`config.mk`:
```
export PLATFORM = sky130hd
export DESIGN_NAME = bridge_cfg_space
export DESIGN_NICKNAME = d
export VERILOG_FILES = /design/src/rtl/cfg_pkg.sv /design/src/rtl/cfg_byte_cell.sv /design/src/rtl/cfg_aperture.sv /design/src/rtl/bridge_cfg_space.sv
export SDC_FILE = /design/constraint.sdc
export NUM_CORES = 1
export LEC_CHECK = 0
export ABC_AREA = 1
export BUFFER_PORTS_ARGS = -buffer_cell sky130_fd_sc_hd__clkbuf_2
export CORE_MARGIN = 10
export CORE_UTILIZATION = 40
export CTS_CLUSTER_SIZE = 10
export DETAILED_ROUTE_END_ITERATION = 7
export HOLD_SLACK_MARGIN = 0.1
export PLACE_DENSITY = 0.54
export SLEW_MARGIN = 20
export SYNTH_ARGS = -nofsm -noshare
export SYNTH_HDL_FRONTEND = slang
export SYNTH_HIERARCHICAL = 1
export SYNTH_SLANG_ARGS = --single-unit
```
`constraint.sdc`:
```
create_clock -name clk -period 2.2 [get_ports clk]
set_clock_uncertainty 0.1 [all_clocks]
set_input_delay 0.44 -clock clk [delete_from_list [all_inputs] [get_ports clk]]
set_output_delay 0.44 -clock clk [all_outputs]
set_load 0.02 [all_outputs]
```
`src/rtl/cfg_pkg.sv`:
```
package cfg_pkg;
  localparam int CFG_AW   = 8;
  localparam int CFG_DW   = 8;
  localparam int CODE_W   = 4;
  localparam int BASE_W   = 16;
  localparam logic [7:0] APER_LO   = 8'h12;
  localparam logic [7:0] APER_HI   = 8'h13;
  localparam logic [7:0] APER_CODE = 8'hBC;
  localparam logic [7:0] LO_KEEP   = 8'hC0;

  typedef enum logic [1:0] {WK_RO, WK_MASK, WK_W1C, WK_APER} wkind_e;

  typedef struct packed {
    wkind_e     kind;
    logic [7:0] wmask;
    logic [7:0] rstv;
  } reg_pol_t;

  function automatic reg_pol_t mk(wkind_e k, logic [7:0] m, logic [7:0] r);
    reg_pol_t p;
    p.kind = k; p.wmask = m; p.rstv = r;
    return p;
  endfunction

  // Write rule and reset value for each byte offset.
  function automatic reg_pol_t pol_of(logic [7:0] a);
    logic [7:0] rv;
    case (a[1:0])
      2'd0: rv = 8'h20;
      2'd1: rv = 8'h43;
      2'd2: rv = 8'h21;
      default: rv = 8'h43;
    endcase
    if (a == 8'h00) return mk(WK_RO, 8'h00, 8'hB9);
    if (a == 8'h01) return mk(WK_RO, 8'h00, 8'h10);
    if (a == 8'h02) return mk(WK_RO, 8'h00, 8'h21);
    if (a == 8'h03) return mk(WK_RO, 8'h00, 8'h16);
    if (a == 8'h04) return mk(WK_MASK, 8'h01, 8'h06);
    if (a == 8'h05) return mk(WK_MASK, 8'h01, 8'h00);
    if (a == 8'h06) return mk(WK_RO, 8'h00, 8'h10);
    if (a == 8'h07) return mk(WK_W1C, 8'hF0, 8'h04);
    if (a == 8'h08) return mk(WK_RO, 8'h00, 8'h01);
    if (a == 8'h0B) return mk(WK_RO, 8'h00, 8'h06);
    if (a == 8'h0D) return mk(WK_MASK, 8'hF8, 8'h00);
    if (a == APER_LO || a == APER_HI || a == APER_CODE) return mk(WK_APER, 8'h00, 8'h00);
    if (a == 8'h34) return mk(WK_MASK, 8'hFF, 8'hB0);
    if (a == 8'h40 || a == 8'h41) return mk(WK_MASK, 8'hFF, 8'h0C);
    if (a == 8'h4B) return mk(WK_MASK, 8'h0F, 8'h00);
    if (a == 8'h4C || a == 8'h4D) return mk(WK_MASK, 8'hFF, 8'h04);
    if (a == 8'h4E || a == 8'h4F) return mk(WK_MASK, 8'hFF, 8'h7F);
    if (a >= 8'h42 && a <= 8'h4A) return mk(WK_MASK, 8'hFF, 8'h00);
    if (a == 8'h66) return mk(WK_W1C, 8'h33, 8'h00);
    if (a == 8'h6F) return mk(WK_MASK, 8'hFF, 8'hE6);
    if (a >= 8'h6C && a <= 8'h7B) begin
      case (a[1:0])
        2'd0, 2'd1: return mk(WK_MASK, 8'hFF, 8'hFF);
        2'd2:       return mk(WK_MASK, 8'hFF, 8'h00);
        default:    return mk(WK_MASK, 8'hFF, 8'hE0);
      endcase
    end
    if (a == 8'h83) return mk(WK_MASK, 8'hFC, 8'h08);
    if (a >= 8'h84 && a <= 8'h86) return mk(WK_MASK, 8'hFF, 8'h00);
    if (a == 8'h87) return mk(WK_MASK, 8'h3F, 8'h00);
    if (a >= 8'hF0) return mk(WK_MASK, 8'hFF, rv);
    return mk(WK_RO, 8'h00, 8'h00);
  endfunction

  // Alignment mask over base bits 31:16 for a size code.
  function automatic logic [BASE_W-1:0] aper_mask(logic [CODE_W-1:0] c);
    logic [BASE_W-1:0] ones;
    ones = '1;
    if (c >= 4'd1 && c <= 4'd4) return ones << (int'(c) + 3);
    if (c >= 4'd6 && c <= 4'd10) return ones << (int'(c) + 2);
    return '0;
  endfunction
endpackage

```
`src/rtl/cfg_byte_cell.sv`:
```
module cfg_byte_cell #(
  parameter cfg_pkg::wkind_e KIND  = cfg_pkg::WK_RO,
  parameter logic [7:0]      WMASK = 8'h00,
  parameter logic [7:0]      RSTV  = 8'h00
) (
  input  logic       clk,
  input  logic       rst,
  input  logic       hit,
  input  logic [7:0] wdata,
  input  logic [7:0] set_bits,
  output logic [7:0] q
);
  always_ff @(posedge clk) begin
    if (rst) begin
      q <= RSTV;
    end else begin
      case (KIND)
        cfg_pkg::WK_MASK: if (hit) q <= wdata & WMASK;
        cfg_pkg::WK_W1C:  q <= (q & ~({8{hit}} & wdata & WMASK)) | (set_bits & WMASK);
        default:          q <= q;
      endcase
    end
  end
endmodule

```
`src/rtl/cfg_aperture.sv`:
```
module cfg_aperture
  import cfg_pkg::*;
(
  input  logic              clk,
  input  logic              rst,
  input  logic              wr_en,
  input  logic [CFG_AW-1:0] addr,
  input  logic [7:0]        wdata,
  output logic [7:0]        lo_o,
  output logic [7:0]        hi_o,
  output logic [7:0]        code_o
);
  logic [BASE_W-1:0] base_q, nb;
  logic [CODE_W-1:0] code_q, nc;
  logic              upd;

  always_comb begin
    nb  = base_q;
    nc  = code_q;
    upd = 1'b0;
    if (wr_en && addr == APER_LO)   begin nb[7:0]  = wdata & LO_KEEP;  upd = 1'b1; end
    if (wr_en && addr == APER_HI)   begin nb[15:8] = wdata;            upd = 1'b1; end
    if (wr_en && addr == APER_CODE) begin nc       = wdata[CODE_W-1:0]; upd = 1'b1; end
  end

  always_ff @(posedge clk) begin
    if (rst) begin
      base_q <= '0;
      code_q <= '0;
    end else if (upd) begin
      base_q <= nb & aper_mask(nc);
      code_q <= nc;
    end
  end

  assign lo_o   = base_q[7:0];
  assign hi_o   = base_q[15:8];
  assign code_o = {{(8-CODE_W){1'b0}}, code_q};

  // stored base never holds a bit below the alignment of the stored code
  p_aper_align_r7: assert property (@(posedge clk) disable iff (rst)
    (base_q & ~aper_mask(code_q)) == '0);
  // low base bits 5:0 never become set
  p_lo_keep_r5: assert property (@(posedge clk) disable iff (rst)
    (base_q[5:0] == 6'd0));
endmodule

```
`src/rtl/bridge_cfg_space.sv`:
```
module bridge_cfg_space
  import cfg_pkg::*;
#(
  parameter int ADDR_W = CFG_AW
) (
  input  logic              clk,
  input  logic              rst,
  input  logic [ADDR_W-1:0] addr_i,
  input  logic              wr_en_i,
  input  logic [7:0]        wdata_i,
  output logic [7:0]        rdata_o,
  input  logic [3:0]        stat_set_i,
  input  logic [3:0]        err_set_i,
  output logic [7:0]        smram_ctl_o,
  output logic [31:0]       shadow_ctl_o
);
  localparam int NREG = 1 << ADDR_W;

  logic [NREG-1:0][7:0] bytes_q;
  logic [7:0] ap_lo, ap_hi, ap_code;

  cfg_aperture u_aper (
    .clk    (clk),
    .rst    (rst),
    .wr_en  (wr_en_i),
    .addr   (addr_i),
    .wdata  (wdata_i),
    .lo_o   (ap_lo),
    .hi_o   (ap_hi),
    .code_o (ap_code)
  );

  for (genvar i = 0; i < NREG; i++) begin : g_byte
    localparam reg_pol_t P = pol_of(8'(i));
    if (P.kind == WK_APER) begin : g_ap
      if (i == int'(APER_LO)) begin : g_lo
        assign bytes_q[i] = ap_lo;
      end else if (i == int'(APER_HI)) begin : g_hi
        assign bytes_q[i] = ap_hi;
      end else begin : g_code
        assign bytes_q[i] = ap_code;
      end
    end else begin : g_cell
      logic [7:0] set_v;
      if (i == 8'h07) begin : g_sts
        assign set_v = {stat_set_i, 4'b0000};
      end else if (i == 8'h66) begin : g_err
        assign set_v = {2'b00, err_set_i[3:2], 2'b00, err_set_i[1:0]};
      end else begin : g_none
        assign set_v = 8'h00;
      end
      cfg_byte_cell #(.KIND(P.kind), .WMASK(P.wmask), .RSTV(P.rstv)) u_cell (
        .clk      (clk),
        .rst      (rst),
        .hit      (wr_en_i && addr_i == ADDR_W'(i)),
        .wdata    (wdata_i),
        .set_bits (set_v),
        .q        (bytes_q[i])
      );
    end
  end

  assign rdata_o      = bytes_q[addr_i];
  assign smram_ctl_o  = bytes_q[8'h83];
  assign shadow_ctl_o = {bytes_q[8'h87], bytes_q[8'h86], bytes_q[8'h85], bytes_q[8'h84]};

  // vendor high byte always reads back its fixed value
  p_id_ro_r1: assert property (@(posedge clk) disable iff (rst)
    (addr_i == ADDR_W'(8'h01)) |-> (rdata_o == 8'h10));
  // after a command write only bit 0 may be set
  p_cmd_keep_r2: assert property (@(posedge clk) disable iff (rst)
    (wr_en_i && addr_i == ADDR_W'(8'h04)) |=> (bytes_q[8'h04][7:1] == 7'd0));
  // a status bit rises only after its set input was high
  p_sts_rise_r3: assert property (@(posedge clk) disable iff (rst)
    ((bytes_q[8'h07][7:4] & ~$past(bytes_q[8'h07][7:4]) & ~$past(stat_set_i)) == 4'h0));
  // exported SMRAM byte drops bits 1:0 of a write
  p_smram_bits_r9: assert property (@(posedge clk) disable iff (rst)
    (wr_en_i && addr_i == ADDR_W'(8'h83)) |=> (smram_ctl_o[1:0] == 2'b00));
  // an unimplemented offset reads zero
  p_unimp_zero_r12: assert property (@(posedge clk) disable iff (rst)
    (addr_i == ADDR_W'(8'h20)) |-> (rdata_o == 8'h00));
  // a full write lands in one clock
  p_wr_lands_r13: assert property (@(posedge clk) disable iff (rst)
    (wr_en_i && addr_i == ADDR_W'(8'h40)) |=> (bytes_q[8'h40] == $past(wdata_i)));
endmodule

```
==> impl_metrics.tcl <==
set metrics [dict create \
    status "complete, but fails checks" \
    failed_checks "negative setup slack" \
    syn_area_per_cell_um2 5.27 \
    worst_slew_margin_rel_pct 20.5 \
    rsz0062_at_grt "true" \
    fin_tns_setup_ns -5.71 \
    final_cell_count_no_fill 12000 \
    cts_buffer_depth 3 \
    clockRootBuffer "clkbuf_16" \
    finish.utilization_pct 40.1 \
    critPathCaptureType "primary output" \
    ant_nets 0 \
    drc 0 \
    gp_congestion 0.900 \
    cp-start-kind "primary input" \
    ir_worst_vdd_v 0.000636 \
    finalSetupViolations 13 \
    routed_wl_um 151000 \
    ctsHtreeMaxLevel 2 \
    clkSinkCount 460 \
    cp.required_ns 1.66 \
    ys_warn_count 6 \
    dieArea_mm2 0.151 \
    drive_above_1_share_pct 9.21 \
    first_pass_iters 5 \
    initialDrtViolationCount 3738 \
    die_x_um 389 \
    numCtsBuffers 53 \
    cpMostUsedCell "nand2_2" \
    crit_arrival_ns 2.39 \
    clk_latency_ns 0.65 \
    power.total_mw 22.4 \
    place_inst 11900 \
    cpPeakStageDelay_ns 0.21 \
    num_rows 135 \
    power_density_mw_per_mm2 412 \
    hold_viol_final 0 \
    grt_pass1_vias 43500 \
    grt_pass1_wl_um 240000 \
    nNetsFinal 10200 \
    dp_hpwl_um 103000 \
    setup_ws_ns -0.732 \
    layout_min_cycle_time_ns 2.93 \
    vias 49700 \
    place_ws_ns -0.995 \
    crit_path_cell_trace "buf_16, buf_12, nand2_8, inv_8, buf_12, buf_4, nand2_1, nand3_1, nand2_1, nand2_2, o21ai_4, nand2_2, nor2_4, nor2_2, nor2_2, nand2_2, buf_8" \
    min_path_type "primary input to flip-flop" \
    cts_tree "done" \
    io_pins 75 \
    fmax_ghz 0.341 \
    initial_utilization_pct 40.2 \
    track_usage_pct 19.3 \
    area_delta_synth_final_pct -0.143 \
    path_max_fanout 7 \
    cts.clk_slew.worst_paths_ns 0.05 \
    cp.buffers_inverters 6 \
    cap_violations 0 \
    io_buffers 70 \
    netlist_area_mm2 0.0543 \
    post_drt_wl_per_cell_um 12.6 \
    fin_crit_sh_pct 133 \
    worst_slew_pin_slew_ns 1.19 \
    vias_per_cell 4.15 \
    finalMaxSlewViolations 0 \
    crit_slowest_cell "nor2_2" \
    grt_overflow_total 0 \
    criticalPathCategory "primary input to primary output" \
    core-area_mm2 0.135 \
    grt_max_degree 242 \
    die-height_um 389 \
    syn_inst 10300 \
    cp_top_family "simple AND/OR/NAND/NOR gates" \
    power.leakage_nw 35.8 \
    antenna_found_initial 2 \
]
==> through the flow <==
stage	area (um^2)	hold slack, ns
6_report	54200	0.213
5_1_grt	54200	0.216
4_1_cts	53500	0.199
3_5_place_dp	51400	0.331
3_3_place_gp	51400	0.333
2_1_floorplan	59800	0.321
==> layer usage <==
layer  global-route usage (%)  vias to the layer above  share of wire (%)
li1                         -                    27100                  -
met1                     26.5                    21600                 48
met2                     32.6                      865                 46
met3                     1.52                      143                4.2
met4                     4.22                        0                2.2
met5                        0                        -                  0
==> flip-flops by register name, indices dropped and copies added, names as in the netlist <==
register / flops
u_aper/code_q: 4
g_byte.g_cell.u_cell/q: 440
u_aper/base_q: 16
==> report_power, final <==
| part | total [mW] | switching (mW) | internal (mW) |
|---|---|---|---|
| combinational | 5.73 | 3.89 | 1.84 |
| sequential | 8.38 | 0.0253 | 8.36 |
| clock | 8.25 | 3.66 | 4.60 |
| total | 22.4 | 7.57 | 14.8 |
==> final cells by class <==
type	count	area (um^2)
diodes	1	2.50
clock buffers	58	1370
clock inverters	6	134
fillers	15200	80900
inverters	447	1730
multi-input cells	8706	34900
flip-flops and latches	460	9240
well taps	1781	2230
repair buffers	508	4670
==> path summary, 6_finish.rpt <==
path / startpoint / endpoint / slack (ns) / depth (start not counted)
worst max-delay path: addr_i[0] / rdata_o[6] / -0.73 / 17
worst min-delay path: wdata_i[4] / g_byte[118].g_cell.u_cell/q[4]$_SDFFE_PP0P_ / 0.21 / 5
worst min register to register: u_aper/base_q[1]$_SDFFE_PP0P_ / u_aper/base_q[1]$_SDFFE_PP0P_ / 0.34 / 2
worst max register to register: u_aper/code_q[0]$_SDFFE_PP0P_ / u_aper/base_q[10]$_SDFFE_PP0P_ / 0.16 / 13
==> what timing repair did <==
action,4_1_cts,5_1_grt
hold endpoints to repair,8,0
gates cloned,2,3
gates resized for setup,144,201
hold buffers,8,0
setup buffers,3,3
setup endpoints to repair,24,39
pin swaps,67,118
==> tightest hold or removal path, delay by kind of cell <==
kind	cells	cell delay, ns
buf+inv	2	0.35
simple gates	3	0.12
==> cell usage in the layout (no fill, tap or decap), types with 27 or more instances in the layout <==
master / instances
conb_1: 1587
inv_1: 411
nand2_2: 128
nand3_1: 351
nor2_1: 663
buf_12: 52
o21ai_2: 27
o21ai_1: 113
a21oi_1: 54
nor2_2: 72
o21ai_0: 27
dfxtp_1: 441
clkbuf_16: 56
buf_4: 348
nand2_1: 5567
clkbuf_2: 51
inv_2: 28
Note: power is estimated with default switching activity, not from simulation.
